`config.mk`:
```
export PLATFORM = sky130hd
export DESIGN_NAME = rvc_expander
export DESIGN_NICKNAME = d
export VERILOG_FILES = /design/src/rtl/rvc_pkg.sv /design/src/rtl/rvc_quad0.sv /design/src/rtl/rvc_quad1.sv /design/src/rtl/rvc_quad2.sv /design/src/rtl/rvc_expander.sv
export SDC_FILE = /design/constraint.sdc
export NUM_CORES = 1
export LEC_CHECK = 0
export BUFFER_PORTS_ARGS = -buffer_cell sky130_fd_sc_hd__buf_2
export CORE_ASPECT_RATIO = 0.6
export CORE_MARGIN = 3
export CORE_UTILIZATION = 56
export CTS_CLUSTER_DIAMETER = 100
export DETAILED_ROUTE_END_ITERATION = 10
export HOLD_SLACK_MARGIN = 0.06
export PLACE_DENSITY = 0.91
export SLEW_MARGIN = 20
export SYNTH_ARGS = -nofsm -noshare
export SYNTH_HDL_FRONTEND = slang
export SYNTH_HIERARCHICAL = 1
export SYNTH_SLANG_ARGS = --single-unit
```
`constraint.sdc`:
```
create_clock -name clk_i -period 2.35 [get_ports clk_i]
set_clock_uncertainty 0.2 [all_clocks]
set_input_delay 0.3525 -clock clk_i [delete_from_list [all_inputs] [get_ports clk_i]]
set_output_delay 0.3525 -clock clk_i [all_outputs]
set_load 0.05 [all_outputs]
```
`src/rtl/rvc_pkg.sv`:
```
package rvc_pkg;

  localparam int CW = 16;
  localparam int IW = 32;

  typedef logic [IW-1:0] word_t;
  typedef logic [4:0]    reg_t;

  typedef struct packed {
    word_t instr;
    logic  bad;
  } xlat_t;

  localparam logic [6:0] OPC_LOAD    = 7'b0000011;
  localparam logic [6:0] OPC_LOADFP  = 7'b0000111;
  localparam logic [6:0] OPC_OPIMM   = 7'b0010011;
  localparam logic [6:0] OPC_STORE   = 7'b0100011;
  localparam logic [6:0] OPC_STOREFP = 7'b0100111;
  localparam logic [6:0] OPC_OP      = 7'b0110011;
  localparam logic [6:0] OPC_LUI     = 7'b0110111;
  localparam logic [6:0] OPC_BRANCH  = 7'b1100011;
  localparam logic [6:0] OPC_JALR    = 7'b1100111;
  localparam logic [6:0] OPC_JAL     = 7'b1101111;

  localparam word_t NOP_WORD    = 32'h0000_0013;
  localparam word_t EBREAK_WORD = 32'h0010_0073;

  localparam reg_t X0 = 5'd0;
  localparam reg_t X1 = 5'd1;
  localparam reg_t X2 = 5'd2;

  function automatic word_t enc_i(input logic [11:0] imm, input reg_t rs1,
                                  input logic [2:0] f3, input reg_t rd,
                                  input logic [6:0] op);
    return {imm, rs1, f3, rd, op};
  endfunction

  function automatic word_t enc_s(input logic [11:0] imm, input reg_t rs2,
                                  input reg_t rs1, input logic [2:0] f3,
                                  input logic [6:0] op);
    return {imm[11:5], rs2, rs1, f3, imm[4:0], op};
  endfunction

  function automatic word_t enc_r(input logic [6:0] f7, input reg_t rs2,
                                  input reg_t rs1, input logic [2:0] f3,
                                  input reg_t rd);
    return {f7, rs2, rs1, f3, rd, OPC_OP};
  endfunction

  function automatic word_t enc_b(input logic [12:0] imm, input reg_t rs1,
                                  input logic [2:0] f3);
    return {imm[12], imm[10:5], X0, rs1, f3, imm[4:1], imm[11], OPC_BRANCH};
  endfunction

  function automatic word_t enc_j(input logic [20:0] imm, input reg_t rd);
    return {imm[20], imm[10:1], imm[11], imm[19:12], rd, OPC_JAL};
  endfunction

  // compressed 3-bit selector -> register 8..15
  function automatic reg_t widen(input logic [2:0] r);
    return {2'b01, r};
  endfunction

endpackage

```
`src/rtl/rvc_quad0.sv`:
```
module rvc_quad0
  import rvc_pkg::*;
#(
  parameter bit HAS_FPU = 1'b1
) (
  input  logic [15:2] c,
  output xlat_t       res
);

  logic       fp_ok;
  reg_t       rd_p;
  reg_t       rs1_p;
  logic [9:0] spn_imm;
  logic [6:0] w_off;
  logic [7:0] d_off;

  generate
    if (HAS_FPU) begin : g_fp
      assign fp_ok = 1'b1;
    end else begin : g_nofp
      assign fp_ok = 1'b0;
    end
  endgenerate

  assign rd_p    = widen(c[4:2]);
  assign rs1_p   = widen(c[9:7]);
  assign spn_imm = {c[10:7], c[12:11], c[5], c[6], 2'b00};
  assign w_off   = {c[5], c[12:10], c[6], 2'b00};
  assign d_off   = {c[6:5], c[12:10], 3'b000};

  always_comb begin
    res.instr = NOP_WORD;
    res.bad   = 1'b0;
    unique case (c[15:13])
      3'b000: begin
        res.instr = enc_i({2'b00, spn_imm}, X2, 3'b000, rd_p, OPC_OPIMM);
        res.bad   = (spn_imm == 10'd0);
      end
      3'b001: begin
        res.instr = enc_i({4'b0, d_off}, rs1_p, 3'b011, rd_p, OPC_LOADFP);
        res.bad   = !fp_ok;
      end
      3'b010: res.instr = enc_i({5'b0, w_off}, rs1_p, 3'b010, rd_p, OPC_LOAD);
      3'b011: begin
        res.instr = enc_i({5'b0, w_off}, rs1_p, 3'b010, rd_p, OPC_LOADFP);
        res.bad   = !fp_ok;
      end
      3'b101: begin
        res.instr = enc_s({4'b0, d_off}, rd_p, rs1_p, 3'b011, OPC_STOREFP);
        res.bad   = !fp_ok;
      end
      3'b110: res.instr = enc_s({5'b0, w_off}, rd_p, rs1_p, 3'b010, OPC_STORE);
      3'b111: begin
        res.instr = enc_s({5'b0, w_off}, rd_p, rs1_p, 3'b010, OPC_STOREFP);
        res.bad   = !fp_ok;
      end
      default: res.bad = 1'b1;
    endcase
  end

endmodule

```
`src/rtl/rvc_quad1.sv`:
```
module rvc_quad1
  import rvc_pkg::*;
(
  input  logic [15:2] c,
  output xlat_t       res
);

  reg_t        rd_f;
  reg_t        rd_p;
  reg_t        rs2_p;
  logic [11:0] ci_imm;
  logic [11:0] j_off;
  logic [8:0]  b_off;
  logic [9:0]  sp_imm;
  logic [19:0] up_imm;
  logic        imm_nz;

  assign rd_f   = c[11:7];
  assign rd_p   = widen(c[9:7]);
  assign rs2_p  = widen(c[4:2]);
  assign ci_imm = {{6{c[12]}}, c[12], c[6:2]};
  assign j_off  = {c[12], c[8], c[10:9], c[6], c[7], c[2], c[11], c[5:3], 1'b0};
  assign b_off  = {c[12], c[6:5], c[2], c[11:10], c[4:3], 1'b0};
  assign sp_imm = {c[12], c[4:3], c[5], c[2], c[6], 4'b0000};
  assign up_imm = {{14{c[12]}}, c[12], c[6:2]};
  assign imm_nz = c[12] | (|c[6:2]);

  always_comb begin
    res.instr = NOP_WORD;
    res.bad   = 1'b0;
    unique case (c[15:13])
      3'b000: res.instr = enc_i(ci_imm, rd_f, 3'b000, rd_f, OPC_OPIMM);
      3'b001: res.instr = enc_j({{9{j_off[11]}}, j_off}, X1);
      3'b010: res.instr = enc_i(ci_imm, X0, 3'b000, rd_f, OPC_OPIMM);
      3'b011: begin
        if (rd_f == X2) begin
          res.instr = enc_i({{2{sp_imm[9]}}, sp_imm}, X2, 3'b000, X2, OPC_OPIMM);
        end else begin
          res.instr = {up_imm, rd_f, OPC_LUI};
        end
        res.bad = !imm_nz;
      end
      3'b100: begin
        unique case (c[11:10])
          2'b00: begin
            res.instr = enc_i({7'b0000000, c[6:2]}, rd_p, 3'b101, rd_p, OPC_OPIMM);
            res.bad   = c[12];
          end
          2'b01: begin
            res.instr = enc_i({7'b0100000, c[6:2]}, rd_p, 3'b101, rd_p, OPC_OPIMM);
            res.bad   = c[12];
          end
          2'b10: res.instr = enc_i(ci_imm, rd_p, 3'b111, rd_p, OPC_OPIMM);
          default: begin
            res.bad = c[12];
            unique case (c[6:5])
              2'b00:   res.instr = enc_r(7'b0100000, rs2_p, rd_p, 3'b000, rd_p);
              2'b01:   res.instr = enc_r(7'b0000000, rs2_p, rd_p, 3'b100, rd_p);
              2'b10:   res.instr = enc_r(7'b0000000, rs2_p, rd_p, 3'b110, rd_p);
              default: res.instr = enc_r(7'b0000000, rs2_p, rd_p, 3'b111, rd_p);
            endcase
          end
        endcase
      end
      3'b101: res.instr = enc_j({{9{j_off[11]}}, j_off}, X0);
      3'b110: res.instr = enc_b({{4{b_off[8]}}, b_off}, widen(c[9:7]), 3'b000);
      default: res.instr = enc_b({{4{b_off[8]}}, b_off}, widen(c[9:7]), 3'b001);
    endcase
  end

endmodule

```
`src/rtl/rvc_quad2.sv`:
```
module rvc_quad2
  import rvc_pkg::*;
#(
  parameter bit HAS_FPU = 1'b1
) (
  input  logic [15:2] c,
  output xlat_t       res
);

  logic       fp_ok;
  reg_t       rd_f;
  reg_t       rs2_f;
  logic [8:0] ld_d_off;
  logic [7:0] ld_w_off;
  logic [8:0] st_d_off;
  logic [7:0] st_w_off;

  generate
    if (HAS_FPU) begin : g_fp
      assign fp_ok = 1'b1;
    end else begin : g_nofp
      assign fp_ok = 1'b0;
    end
  endgenerate

  assign rd_f     = c[11:7];
  assign rs2_f    = c[6:2];
  assign ld_d_off = {c[4:2], c[12], c[6:5], 3'b000};
  assign ld_w_off = {c[3:2], c[12], c[6:4], 2'b00};
  assign st_d_off = {c[9:7], c[12:10], 3'b000};
  assign st_w_off = {c[8:7], c[12:9], 2'b00};

  always_comb begin
    res.instr = NOP_WORD;
    res.bad   = 1'b0;
    unique case (c[15:13])
      3'b000: begin
        res.instr = enc_i({7'b0000000, c[6:2]}, rd_f, 3'b001, rd_f, OPC_OPIMM);
        res.bad   = c[12];
      end
      3'b001: begin
        res.instr = enc_i({3'b000, ld_d_off}, X2, 3'b011, rd_f, OPC_LOADFP);
        res.bad   = !fp_ok;
      end
      3'b010: begin
        res.instr = enc_i({4'b0000, ld_w_off}, X2, 3'b010, rd_f, OPC_LOAD);
        res.bad   = (rd_f == X0);
      end
      3'b011: begin
        res.instr = enc_i({4'b0000, ld_w_off}, X2, 3'b010, rd_f, OPC_LOADFP);
        res.bad   = !fp_ok;
      end
      3'b100: begin
        if (rs2_f != X0) begin
          res.instr = enc_r(7'b0000000, rs2_f, c[12] ? rd_f : X0, 3'b000, rd_f);
        end else if (rd_f == X0) begin
          res.instr = EBREAK_WORD;
          res.bad   = !c[12];
        end else begin
          res.instr = enc_i(12'h000, rd_f, 3'b000, c[12] ? X1 : X0, OPC_JALR);
        end
      end
      3'b101: begin
        res.instr = enc_s({3'b000, st_d_off}, rs2_f, X2, 3'b011, OPC_STOREFP);
        res.bad   = !fp_ok;
      end
      3'b110: res.instr = enc_s({4'b0000, st_w_off}, rs2_f, X2, 3'b010, OPC_STORE);
      default: begin
        res.instr = enc_s({4'b0000, st_w_off}, rs2_f, X2, 3'b010, OPC_STOREFP);
        res.bad   = !fp_ok;
      end
    endcase
  end

endmodule

```
`src/rtl/rvc_expander.sv`:
```
module rvc_expander
  import rvc_pkg::*;
#(
  parameter int ILEN    = 32,
  parameter int CLEN    = 16,
  parameter bit HAS_FPU = 1'b1
) (
  input  logic            clk_i,
  input  logic            rst_i,
  input  logic [ILEN-1:0] fetch_word_i,
  output logic [ILEN-1:0] expanded_o,
  output logic            wide_o,
  output logic            illegal_o
);

  localparam int QB = 2;
  localparam int NQ = 1 << QB;

  xlat_t            quad_res [NQ-1];
  xlat_t            pick;
  logic             next_wide;
  logic [ILEN-1:0]  next_word;
  logic [CLEN-1:0]  half;

  assign half = fetch_word_i[CLEN-1:0];

  rvc_quad0 #(.HAS_FPU(HAS_FPU)) u_q0 (.c(half[CLEN-1:2]), .res(quad_res[0]));
  rvc_quad1                      u_q1 (.c(half[CLEN-1:2]), .res(quad_res[1]));
  rvc_quad2 #(.HAS_FPU(HAS_FPU)) u_q2 (.c(half[CLEN-1:2]), .res(quad_res[2]));

  assign next_wide = &half[QB-1:0];

  always_comb begin
    pick = '{instr: NOP_WORD, bad: 1'b0};
    if (!next_wide) pick = quad_res[half[QB-1:0]];
    if (next_wide)     next_word = fetch_word_i;
    else if (pick.bad) next_word = NOP_WORD;
    else               next_word = pick.instr;
  end

  always_ff @(posedge clk_i) begin
    if (rst_i) begin
      expanded_o <= NOP_WORD;
      wide_o     <= 1'b0;
      illegal_o  <= 1'b0;
    end else begin
      expanded_o <= next_word;
      wide_o     <= next_wide;
      illegal_o  <= !next_wide && pick.bad;
    end
  end

  // full-width words pass through unchanged
  p_pass_r1: assert property (@(posedge clk_i) disable iff (rst_i)
    (fetch_word_i[1:0] == 2'b11) |=>
      (expanded_o == $past(fetch_word_i) && wide_o && !illegal_o));

  // illegal output is the canonical nop; opcode low bits always 11
  p_bad_is_nop_r2: assert property (@(posedge clk_i) disable iff (rst_i)
    illegal_o |-> (expanded_o == NOP_WORD && !wide_o));

  p_low_bits_r2: assert property (@(posedge clk_i) disable iff (rst_i)
    (expanded_o[1:0] == 2'b11));

  // the all-zero halfword is never legal
  p_zero_half_r4: assert property (@(posedge clk_i) disable iff (rst_i)
    (fetch_word_i[15:0] == 16'h0000) |=> illegal_o);

  // compressed jump-and-link writes x1
  p_jal_link_r6: assert property (@(posedge clk_i) disable iff (rst_i)
    (fetch_word_i[1:0] == 2'b01 && fetch_word_i[15:13] == 3'b001) |=>
      (expanded_o[11:7] == X1 && expanded_o[6:0] == OPC_JAL));

  // stack word load into x0 is rejected
  p_lwsp_x0_r9: assert property (@(posedge clk_i) disable iff (rst_i)
    (fetch_word_i[1:0] == 2'b10 && fetch_word_i[15:13] == 3'b010 &&
     fetch_word_i[11:7] == 5'd0) |=> illegal_o);

  // word-sized register-register forms are rejected
  p_regreg_word_r10: assert property (@(posedge clk_i) disable iff (rst_i)
    (fetch_word_i[1:0] == 2'b01 && fetch_word_i[15:10] == 6'b100111) |=> illegal_o);

  // the breakpoint pattern
  p_ebreak_r11: assert property (@(posedge clk_i) disable iff (rst_i)
    (fetch_word_i[15:0] == 16'h9002) |=> (expanded_o == EBREAK_WORD && !illegal_o));

endmodule

```
**Yosys cells after proc, flatten, opt, wreduce, memory -nomap -nowiden**

Cells that the tools add are included.

- Output and inout bits: 34
- Bits of input ports: 34
- Bits in registers: 34
- Bits in latches: 0
- ROM bits: 0
- Word-level logic and storage cells: 53
- Memories: 0
- RAM bits: 0

- Shifts and indexed selects: 0
- Bitwise logic cells: 2
- Magnitude comparators: 1
- Divide/modulo/power cells: 0
- Equal/unequal tests: 12
- Reductions and logical operators: 13
- Multiply operators: 0
- Multiplexer cells: 22
- Add/subtract/negate cells: 0

Operators by type and width:

| kind | count |
|---|---|
| $pmux W32 S7 | 1 |
| $pmux W30 S7 | 1 |
| $pmux W29 S7 | 1 |
| $mux W33 | 3 |
| $pmux W32 S3 | 1 |
| $pmux W31 S3 | 1 |
| $bmux W33 S2 | 1 |
| $mux W32 | 2 |
| $mux W29 | 1 |
| $mux W25 | 1 |
| $mux W21 | 1 |
| $eq A3 B3 Y1 const B | 4 |
| $logic_not A10 Y1 | 1 |
| $eq A3 B2 Y1 const B | 2 |
| $reduce_or A6 Y1 | 1 |
| $eq A5 B2 Y1 const B | 1 |
| $logic_not A5 Y1 | 1 |
| $mux W5 | 1 |
| $reduce_bool A5 Y1 | 1 |
| $reduce_or A5 Y1 | 1 |
| $eq A2 B1 Y1 const B | 2 |
| $eq A2 B2 Y1 const B | 2 |
| $logic_not A2 Y1 | 2 |
| $mux W1 | 4 |
| 10 further kinds | 13 |

**Longest topological paths before layout**

Gate-level depths: netlist (run 1).

- Depth after elaboration: 10
- Mapped depth: 8
- Depth with buffers taken out: 7

**By module**

The synthesis (run 1) kept the hierarchy.

Modules (own cells, without submodules):

| module | area an instance (um^2) | cells each | times used |
|---|---|---|---|
| rvc_expander | 1744.2 | 185 | 1 |
| rvc_quad1 | 739.5 | 119 | 1 |
| rvc_quad2 | 400.4 | 59 | 1 |
| rvc_quad0 | 314.1 | 53 | 1 |

**Worst setup path after synthesis (run 1)**

OpenSTA, ideal clock, no wires.

- Kind: input -> register
- Start point: input port fetch_word_i[10]
- End point: register expanded_o[4]
- Stages on the path: 8
- Library setup time: 0.134 ns
- Setup slack: 0.258 ns
- Data arrival time: 1.758 ns
- Path through: clkbuf_1 -> nand2b_1 -> nand3_1 -> o21ai_0 -> or4b_4 -> o31ai_4 -> buf_8 -> a22oi_1

RTL lines:

| element | line | source |
|---|---|---|
| start, declared | rvc_expander.sv:10 | `input logic [ILEN-1:0] fetch_word_i,` |
| end signal, assigned | rvc_expander.sv:47 | `expanded_o <= next_word;` |
| end, declared | rvc_expander.sv:11 | `output logic [ILEN-1:0] expanded_o,` |

==> reports/metrics.cfg, run 1 <==
[pwr]
leakage_nw = 1.83
power_density_nw_per_um2 = 486
ir_worst_vdd_v = 0.000324

[die]
die_y_um = 64.5
initial_core_util_pct = 60.6
boundaryPins = 68
dieArea_um2 = 6680
dieWidth_um = 104
fp-row-count = 20
placeableCoreArea_um2 = 5280

[routing]
drc = 0
vias_per_cell = 6.12
ant_nets = 0
wirelength_um = 11100
vias = 3534
drt_pass1_iterations = 5
detail_route.iter0.violations = 357
detail_route.wl_per_cell_um = 19.2

[clock_network]
cts_sinks = 34
cts_buffer_depth = 2
cts_made_buffers = 5
cts_resized = 0
cts_root_buf = clkbuf_8
cts.htree.levels = 2
cts_tree = built
clk_transition_reported_paths_ps = 80
cts.hold.buffers_added = 0
cts_setup_buffers = 0

[critical_path]
cp_top_family = compound AO/OA/AOI/OAI gates
cp-end-kind = flip-flop
crit_chain = buf_2 -> buf_4 -> nor2_1 -> a21boi_4 -> a221o_1 -> mux2i_1 -> o21ai_0 -> a22o_1
critical_path_class = input port to flip-flop
cpPeakStageDelay_ps = 410
cp-start-kind = input port
cpMaxStageDelayCell = a221o_1
path_depth = 8
crit_required_ps = 2340
worst-path-max-fanout = 7
cp_num_buf_inv = 2
arrival_ps = 2070

[sta]
slew_violations = 0
fmax_mhz = 481
rsz0062_at_grt = no
setup_viol = 0
hold_violations = 0
fin_setup_tns_ps = 0
finalCriticalPeriod_ps = 2080
fin_crit_sh_pct = 88.4
worst_slack_ps = 273

[synthesis]
synth_top_flop_cell = dfxtp_1
synth_top_area_cell = dfxtp_1
syn_area_per_cell_um2 = 7.69
synth_most_common_cell = nand2_1
synthCells = 416
synth_compound_area_share_pct = 28.4
yosysSeqAreaShare_pct = 21.3
synthSimpleGateAreaFrac_pct = 24.3
synth_area_leaders = dfxtp_1 21%, mux2i_1 12%, a22o_1 7.9%, o21ai_0 7.0%, nand2_1 5.9%
synth_top_cell_area_share_pct = 21.3
synth_adder_area_share_pct = 0
synth-seq-cells = 34
synth-async-reset-ratio_pct = 0
synth_edf_count = 0
synth_top_family_by_area = compound AO/OA/AOI/OAI gates
synthMuxAreaShare_pct = 13.0
synth_cell_types = 67
netlist_top_cells_count = 50 x nand2_1, 45 x o21ai_0, 37 x mux2i_1
syn_area_um2 = 3200
synthXorXnorAreaFrac_pct = 0
synth_warnings = 6

[run]
drv_cap = 0

[min_path]
min_path_type = input port to flip-flop
hold_depth = 2

[grt]
grt_usage_pct = 32.8
grt_antenna_before_repair = 0
grt_pass1_vias = 3296
grt_max_degree = 44
grt_overflow = 0
grt_pass1_wl_um = 17500

[placement]
place_hpwl_um = 8100
io_buffers = 67
dp_slack_ps = 44.9
gp_congestion = 1.03

[final_layout]
drive_above_1_share_pct = 29.2
multi_input_area_um2 = 2170
diodes = 0
area_delta_synth_final_pct = 19.3
seq_area_um2 = 681
fill_cells = 453
final_nets = 533

[outcome]
status = complete, no violations

flip-flops by register name, indices dropped and copies added, names as in the netlist:
signal and flops:
expanded_o 32, illegal_o 1, wide_o 1
cell families after synthesis:
logic type	Yosys count
AND/OR/NAND/NOR	141
AO/OA/AOI/OAI	127
buffers and inverters	68
multiplexers	41
flip-flops	34
other	5
routing by layer:
| metal | part of all wire (%) | GRT usage (%) |
|---|---|---|
| met1 | 44 | 47.1 |
| met2 | 41 | 48.6 |
| met3 | 14 | 9.15 |
| met4 | 1.2 | 8.13 |
| met5 | 0 | 0 |
cell type report:
cell class	count	area share, %
multi-input combinational	326	56.8
tap	77	2.53
clock buffer	6	2.16
sequential	34	17.8
inverter	16	1.57
clock inverter	2	0.328
timing repair buffer	116	18.8
placed cells by master (no fill, tap or decap), drive strengths merged, types with 9 or more instances in the layout:
master	count
and2	9
a21oi	13
mux2i	37
o21ai	46
nand2b	10
nor2	21
buf	116
inv	15
conb	17
nand3	9
a22o	29
dfxtp	34
nand2	50
final timing paths:
path / to / startpoint
worst min-delay path: expanded_o[21] / fetch_word_i[21]
worst max-delay path: expanded_o[14] / fetch_word_i[9]
power breakdown:
| group | switching (mW) | internal, mW |
|---|---|---|
| logic | 0.492 | 0.258 |
| clock network | 0.235 | 0.236 |
| registers | 0.0112 | 0.621 |
| total | 0.738 | 1.11 |
stage by stage:
step / utilization [%] / hold slack (ps) / power (mW) / instances / cell area (um^2)
final: 72.3 / 77.0 / 1.85 / 577 / 3810
after global placement: 70.5 / 363 / 1.37 / 569 / 3720
after floorplan: - / 222 / 1.16 / 428 / 3240
after detailed placement: 70.5 / 367 / 1.37 / 569 / 3720
after CTS: 72.3 / 68.5 / 1.83 / 577 / 3810
after global routing: 72.3 / 78.6 / 1.94 / 577 / 3810
(Power assumes the default switching activity.)
==> inputs of run 2 (changes only) <==
--- a/config.mk
+++ b/config.mk
@@ -5,14 +5,16 @@
 export SDC_FILE = /design/constraint.sdc
 export NUM_CORES = 1
 export LEC_CHECK = 0
+export ABC_AREA = 1
+export ABC_CLOCK_PERIOD_IN_PS = 2350
 export BUFFER_PORTS_ARGS = -buffer_cell sky130_fd_sc_hd__buf_2
 export CORE_ASPECT_RATIO = 0.6
 export CORE_MARGIN = 3
-export CORE_UTILIZATION = 56
+export CORE_UTILIZATION = 58
 export CTS_CLUSTER_DIAMETER = 100
 export DETAILED_ROUTE_END_ITERATION = 10
 export HOLD_SLACK_MARGIN = 0.06
-export PLACE_DENSITY = 0.91
+export PLACE_DENSITY = 0.92
 export SLEW_MARGIN = 20
 export SYNTH_ARGS = -nofsm -noshare
 export SYNTH_HDL_FRONTEND = slang
==> run 2 against run 1 <==
Compared with the run above: design area rose by 17%; cell count rose by 56%; worst hold slack got worse by 11 ps; clock power rose by 2%; fmax rose by 4.0%; critical path depth did not move; die area rose by 13%; combinational power rose by 15%; count of clock-buffer cells in the layout did not move; global-route usage rose by 3.4 points; sequential power rose by 0.6%; critical path type unchanged; critical endpoint is now expanded_o[19]; largest cell class unchanged; largest power group unchanged.
==> reports/metrics.cfg, run 2 <==
[outcome]
status = complete, no violations  ; unchanged

[min_path]
hold_depth = 3  ; was 2
min_from = fetch_word_i[25]  ; was fetch_word_i[21]
min_to = expanded_o[25]  ; was expanded_o[21]
min_path_type = input port to flip-flop  ; unchanged

[grt]
grt_pass1_vias = 4341  ; was 3296
grt_max_degree = 31  ; was 44
grt_antenna_before_repair = 0  ; unchanged
grt_usage_pct = 36.2  ; was 32.8%
grt_pass1_wl_um = 21000  ; was 17500 um
grt_overflow = 0  ; unchanged

[final_layout]
stdcell_area_um2 = 4460  ; was 3810 um^2
final_common_cell = nand2_1  ; was buf_2
max_flop_register = expanded_o  ; unchanged
diodes = 0  ; unchanged
seq_area_um2 = 681  ; unchanged
final_cell_mix = 239 x nand2_1, 140 x nor2_1, 109 x inv_1  ; was 67 x buf_2, 50 x nand2_1, 48 x buf_4
multi_input_area_um2 = 2380  ; was 2170 um^2
area_delta_synth_final_pct = 18.0  ; was 19.3%
final_nets = 850  ; was 533
largest_reg_flops = 32  ; unchanged
drive_above_1_share_pct = 18.5  ; was 29.2%
largestRegisters = expanded_o (32), illegal_o (1), wide_o (1)  ; unchanged
fill_cells = 553  ; was 453

[pwr]
netSwitchingFraction_pct = 43.7  ; was 39.8%
ir_worst_vdd_v = 0.000301  ; was 0.000324 V
power_density_nw_per_um2 = 443  ; was 486 nW/um^2
combinationalPowerShare_pct = 43.5  ; was 40.5%
leakage_nw = 2.62  ; was 1.83 nW
pwr-share-seq_pct = 32.2  ; was 34.1%
intPower_mw = 1.11  ; about the same
clkPwrFrac_pct = 24.3  ; was 25.4%
p_sw_mw = 0.863  ; was 0.738 mW

[sta]
fin_setup_tns_ps = 0  ; unchanged
setup_viol = 0  ; unchanged
whs_ps = 66.2  ; was 77.0 ps
max_slew_margin_pct = 60.2
slew_violations = 0  ; unchanged
finalCriticalPeriod_ps = 2000  ; was 2080 ps
fmax_mhz = 501  ; was 481 MHz
hold_violations = 0  ; unchanged
fin_crit_sh_pct = 85.0  ; was 88.4%
rsz0062_at_grt = no  ; unchanged
worst-slew-pin-transition_ps = 595

[synthesis]
synth-async-reset-ratio_pct = 0  ; unchanged
synthCells = 734  ; was 416
synth-seq-cells = 34  ; unchanged
synth_warnings = 6  ; unchanged
netlist_top_cells_count = 239 x nand2_1, 140 x nor2_1, 109 x inv_1  ; was 50 x nand2_1, 45 x o21ai_0, 37 x mux2i_1
synth_top_cell_area_share_pct = 23.8  ; was 21.3%
synth_area_leaders = nand2_1 24%, dfxtp_1 18%, nor2_1 14%, inv_1 11%, nand3_1 7.7%  ; was dfxtp_1 21%, mux2i_1 12%, a22o_1 7.9%, o21ai_0 7.0%, nand2_1 5.9%
yosysSeqAreaShare_pct = 18.0  ; was 21.3%
synth_cell_types = 36  ; was 67
synth_edf_count = 0  ; unchanged
synth_top_flop_cell = dfxtp_1  ; unchanged
syn_area_per_cell_um2 = 5.14  ; was 7.69 um^2
syn_area_um2 = 3780  ; was 3200 um^2
synth_top_area_cell = nand2_1  ; was dfxtp_1
synth_most_common_cell = nand2_1  ; unchanged

[die]
initial_core_util_pct = 61.0  ; was 60.6%
boundaryPins = 68  ; unchanged
fp-row-count = 22  ; was 20
die_y_um = 68.5  ; was 64.5 um
placeableCoreArea_um2 = 6190  ; was 5280 um^2
dieArea_um2 = 7550  ; was 6680 um^2
dieWidth_um = 110  ; was 104 um

[placement]
gp_congestion = 1.01  ; was 1.03
io_buffers = 67  ; unchanged
placedInstanceArea_um2 = 4240  ; was 3720 um^2
place_hpwl_um = 9990  ; was 8100 um

[routing]
detail_route.wl_per_cell_um = 14.8  ; was 19.2 um
wirelength_um = 13300  ; was 11100 um
detail_route.iter0.violations = 676  ; was 357
vias = 4891  ; was 3534
ant_nets = 0  ; unchanged
vias_per_cell = 5.43  ; was 6.12
drt_pass1_iterations = 7  ; was 5
drc = 0  ; unchanged

[clock_network]
cts_sinks = 34  ; unchanged
cts_tree = built  ; unchanged
cts_made_buffers = 5  ; unchanged
cts_buffer_depth = 2  ; unchanged
cts.htree.levels = 2  ; unchanged
cts_root_buf = clkbuf_8  ; unchanged
cts_setup_buffers = 0  ; unchanged
clk_transition_reported_paths_ps = 80  ; about the same

[critical_path]
cp-end-kind = flip-flop  ; unchanged
arrival_ps = 2050  ; was 2070 ps
cp-start-kind = input port  ; unchanged
crit_required_ps = 2400  ; was 2340 ps
critical_path_class = input port to flip-flop  ; unchanged
worst-path-max-fanout = 20  ; was 7

[run]
drv_cap = 0  ; unchanged

## run 2: cell count changes after synthesis, moves of 12 or more
cell,before,now
nor2_1,19,140
buf_2,10,22
a22o_1,29,0
nand3_1,9,58
inv_1,14,109
mux2i_1,37,0
nand2_1,50,239
o21ai_0,45,9
## run 2: worst max-delay path by stage
stage	start	cells past startpoint	endpoint	slack [ps]
4_1_cts	rst_i	8	expanded_o[20]	390
5_1_grt	rst_i	8	expanded_o[19]	170
3_5_place_dp	fetch_word_i[14]	13	expanded_o[29]	130
2_1_floorplan	fetch_word_i[8]	13	expanded_o[10]	610
6_report	rst_i	8	expanded_o[19]	350
3_3_place_gp	fetch_word_i[14]	13	expanded_o[16]	140
## run 2: layout make-up
type | count | area share [%]
Inverter | 118 | 9.94
Clock inverter | 2 | 0.281
Sequential cell | 34 | 15.3
Timing Repair Buffer | 115 | 16.8
Clock buffer | 6 | 1.85
Tap cell | 84 | 2.36
Multi-Input combinational cell | 542 | 53.4
## run 2: logic make-up (layout without fill, tap and decap cells)
logic type | count (synthesis) | count (layout) | share of synthesized area, %
compound gates | 46 | 46 | 7.36
other cells | 5 | 17 | 0.497
buf+inv | 170 | 241 | 20.1
simple gates | 479 | 479 | 54.0
flops | 34 | 34 | 18.0
## run 2: timing repair
action                                 CTS  global route
endpoints found under the hold margin   12             0
hold buffers                            12             0
resized for setup                        0             0
## run 2: power by group through the flow
stage | registers [mW] | clock network, mW | logic, mW
floorplan | 0.819 | 0 | 0.411
detailed placement | 0.649 | 0 | 0.813
global route | 0.640 | 0.511 | 0.930
global placement | 0.647 | 0 | 0.809
finish | 0.636 | 0.480 | 0.859
CTS | 0.636 | 0.479 | 0.831
## run 2: layer usage
layer | vias to the layer above | track usage, % | wire [um]
met5 | - | 0 | 0
met4 | 0 | 11.5 | 271
met3 | 34 | 11.0 | 2000
met2 | 358 | 55.3 | 5490
met1 | 2164 | 49.2 | 5570
li1 | 2335 | - | -
## run 2: per-stage QoR
stage / worst slack [ps] / util (%) / cells / power [mW]
2_1_floorplan: 614 / - / 746 / 1.23
3_3_place_gp: 140 / 68.5 / 881 / 1.46
3_5_place_dp: 132 / 68.5 / 881 / 1.46
4_1_cts: 389 / 71.9 / 901 / 1.95
5_1_grt: 170 / 71.9 / 901 / 2.08
6_report: 352 / 71.9 / 901 / 1.98
## run 2: critical path: stages
cell	delay, ps
dlygate4sd3_1	530
buf_2	120
inv_1	310
nand3_1	160
inv_1	110
buf_4	270
nand2_1	110
nand2_1	80
==> inputs of run 3 (changes only) <==
--- a/config.mk
+++ b/config.mk
@@ -8,13 +8,14 @@
 export ABC_AREA = 1
 export ABC_CLOCK_PERIOD_IN_PS = 2350
 export BUFFER_PORTS_ARGS = -buffer_cell sky130_fd_sc_hd__buf_2
+export CAP_MARGIN = 0
 export CORE_ASPECT_RATIO = 0.6
 export CORE_MARGIN = 3
-export CORE_UTILIZATION = 58
+export CORE_UTILIZATION = 45
 export CTS_CLUSTER_DIAMETER = 100
 export DETAILED_ROUTE_END_ITERATION = 10
 export HOLD_SLACK_MARGIN = 0.06
-export PLACE_DENSITY = 0.92
+export PLACE_DENSITY = 0.76
 export SLEW_MARGIN = 20
 export SYNTH_ARGS = -nofsm -noshare
 export SYNTH_HDL_FRONTEND = slang
==> run 3 against run 2 <==
Compared with the run above: first-iteration DRC count is 5.2% lower; cell count rose by 0.55%; design area down 0.76%; critical path type unchanged.
==> reports/metrics.cfg, run 3 (synthesized netlist as in run 2, its figures left out) <==
[outcome]
status = complete, no violations  ; unchanged

[pwr]
clkPwrFrac_pct = 34.0  ; was 24.3%
p_sw_mw = 0.846  ; was 0.863 mW
power_density_nw_per_um2 = 504  ; was 443 nW/um^2
pwr-share-seq_pct = 28.6  ; was 32.2%
intPower_mw = 1.38  ; was 1.11 mW
combinationalPowerShare_pct = 37.4  ; was 43.5%
ir_worst_vdd_v = 0.000396  ; was 0.000301 V
fin_total_pwr_mw = 2.23  ; was 1.98 mW
netSwitchingFraction_pct = 37.9  ; was 43.7%
leakage_nw = 2.58  ; was 2.62 nW

[clock_network]
cts.htree.levels = 2  ; unchanged
cts_resized = 0  ; unchanged
cts.hold.buffers_added = 1  ; was 12
cts_root_buf = clkbuf_16  ; was clkbuf_8
cts_tree = built  ; unchanged
clk_transition_reported_paths_ps = 50  ; was 80 ps
cts_buffer_depth = 2  ; unchanged
cts_made_buffers = 5  ; unchanged
cts_setup_buffers = 0  ; unchanged
cts_sinks = 34  ; unchanged

[sta]
hold_violations = 0  ; unchanged
finalCriticalPeriod_ps = 2000  ; about the same
fin_crit_sh_pct = 85.2  ; was 85.0%
fin_setup_tns_ps = 0  ; unchanged
whs_ps = 63.4  ; was 66.2 ps
setup_viol = 0  ; unchanged
slew_violations = 0  ; unchanged
fmax_mhz = 499  ; was 501 MHz
rsz0062_at_grt = no  ; unchanged

[critical_path]
arrival_ps = 1970  ; was 2050 ps
cp-start-kind = input port  ; unchanged
crit_required_ps = 2320  ; was 2400 ps
cpPeakStageDelay_ps = 240  ; was 530 ps
cp_top_family = simple AND/OR/NAND/NOR gates  ; was buffers and inverters
cpMaxStageDelayCell = nor2_1  ; was dlygate4sd3_1
cp_num_buf_inv = 5  ; unchanged
crit_chain = buf_2 -> inv_1 -> nand2_1 -> nor2_1 -> nand3_1 -> o21ai_0 -> inv_1 -> nor2_1 -> nand2_1 -> nand2_1 -> inv_2 -> buf_12 -> nand2_1 -> nand2_1  ; was dlygate4sd3_1 -> buf_2 -> inv_1 -> nand3_1 -> inv_1 -> buf_4 -> nand2_1 -> nand2_1
path_depth = 14  ; was 8
cpMostUsedCell = nand2_1
worst-path-max-fanout = 27  ; was 20
critical_path_class = input port to flip-flop  ; unchanged
cp-end-kind = flip-flop  ; unchanged

[final_layout]
final_cell_mix = 239 x nand2_1, 140 x nor2_1, 109 x inv_1  ; unchanged
area_delta_synth_final_pct = 17.1  ; was 18.0%
stdcell_area_um2 = 4420  ; was 4460 um^2
final_nets = 832  ; was 850
stdcell_count = 906  ; was 901
max_flop_register = expanded_o  ; unchanged
largestRegisters = expanded_o (32), illegal_o (1), wide_o (1)  ; unchanged
drive_above_1_share_pct = 17.9  ; was 18.5%
largest_reg_flops = 32  ; unchanged
fill_cells = 867  ; was 553
diodes = 0  ; unchanged
final_common_cell = nand2_1  ; unchanged

[routing]
drc = 0  ; unchanged
vias = 4623  ; was 4891
vias_per_cell = 5.10  ; was 5.43
detail_route.wl_per_cell_um = 14.4  ; was 14.8 um
drt_pass1_iterations = 7  ; unchanged
ant_nets = 0  ; unchanged
wirelength_um = 13100  ; was 13300 um
detail_route.iter0.violations = 641  ; was 676

[die]
placeableCoreArea_um2 = 8010  ; was 6190 um^2
fp-row-count = 25  ; was 22
initial_core_util_pct = 47.2  ; was 61.0%
dieWidth_um = 124  ; was 110 um
die_y_um = 77.0  ; was 68.5 um
dieArea_um2 = 9560  ; was 7550 um^2
boundaryPins = 68  ; unchanged

[run]
drv_cap = 0  ; unchanged

[grt]
grt_usage_pct = 27.2  ; was 36.2%
grt_pass1_wl_um = 21400  ; was 21000 um
grt_overflow = 0  ; unchanged
grt_pass1_vias = 4248  ; was 4341
grt_antenna_before_repair = 0  ; unchanged
grt_max_degree = 31  ; unchanged

[placement]
gp_congestion = 1.14  ; was 1.01
io_buffers = 67  ; unchanged
dp_cells = 898  ; was 881
place_hpwl_um = 10000  ; was 9990 um
placedInstanceArea_um2 = 4240  ; about the same

[min_path]
min_path_type = input port to flip-flop  ; unchanged
hold_depth = 3  ; unchanged

## run 3: cell types whose count changed in the layout (fill, tap and decap cells not counted), sizes merged
cell	previous run	this run
buf	103	96
bufinv	0	1
clkinv	1	0
clkinvlp	1	0
dlygate4sd3	12	1
## run 3: area by class of cell
cell class	count	area, um^2	area share, %
clock buffers	6	139	3.14
well taps	108	135	3.06
flip-flops and latches	34	681	15.4
multi-input cells	542	2380	53.8
clock inverters	1	30.0	0.679
inverters	118	443	10.0
repair buffers	97	613	13.9
## run 3: metal layers
metal,wire (um),up-vias,global-route usage [%],share of wire (%)
met3,1950,13,7.93,15
met4,103,0,3.83,0.79
li1,-,2294,-,-
met2,4990,306,38.9,38
met1,6050,2010,40.9,46
met5,0,-,0,0
## run 3: through the flow
| stage | setup slack [ps] | util (%) |
|---|---|---|
| 2_1_floorplan | 614 | - |
| 4_1_cts | 372 | 55.2 |
| 6_report | 347 | 55.2 |
| 3_5_place_dp | 128 | 53.0 |
| 3_3_place_gp | 70.1 | 53.0 |
| 5_1_grt | 158 | 55.2 |
## run 3: worst paths after layout
check / from / end / slack [ps]
max: fetch_word_i[11] / expanded_o[27] / 350
min: fetch_word_i[26] / expanded_o[26] / 60
## run 3: power groups by stage
stage,Combinational (mW),Clock (mW),Sequential [mW]
6_report,0.835,0.759,0.637
5_1_grt,0.906,0.803,0.641
4_1_cts,0.817,0.771,0.637
3_5_place_dp,0.813,0,0.649
3_3_place_gp,0.815,0,0.651
2_1_floorplan,0.411,0,0.819
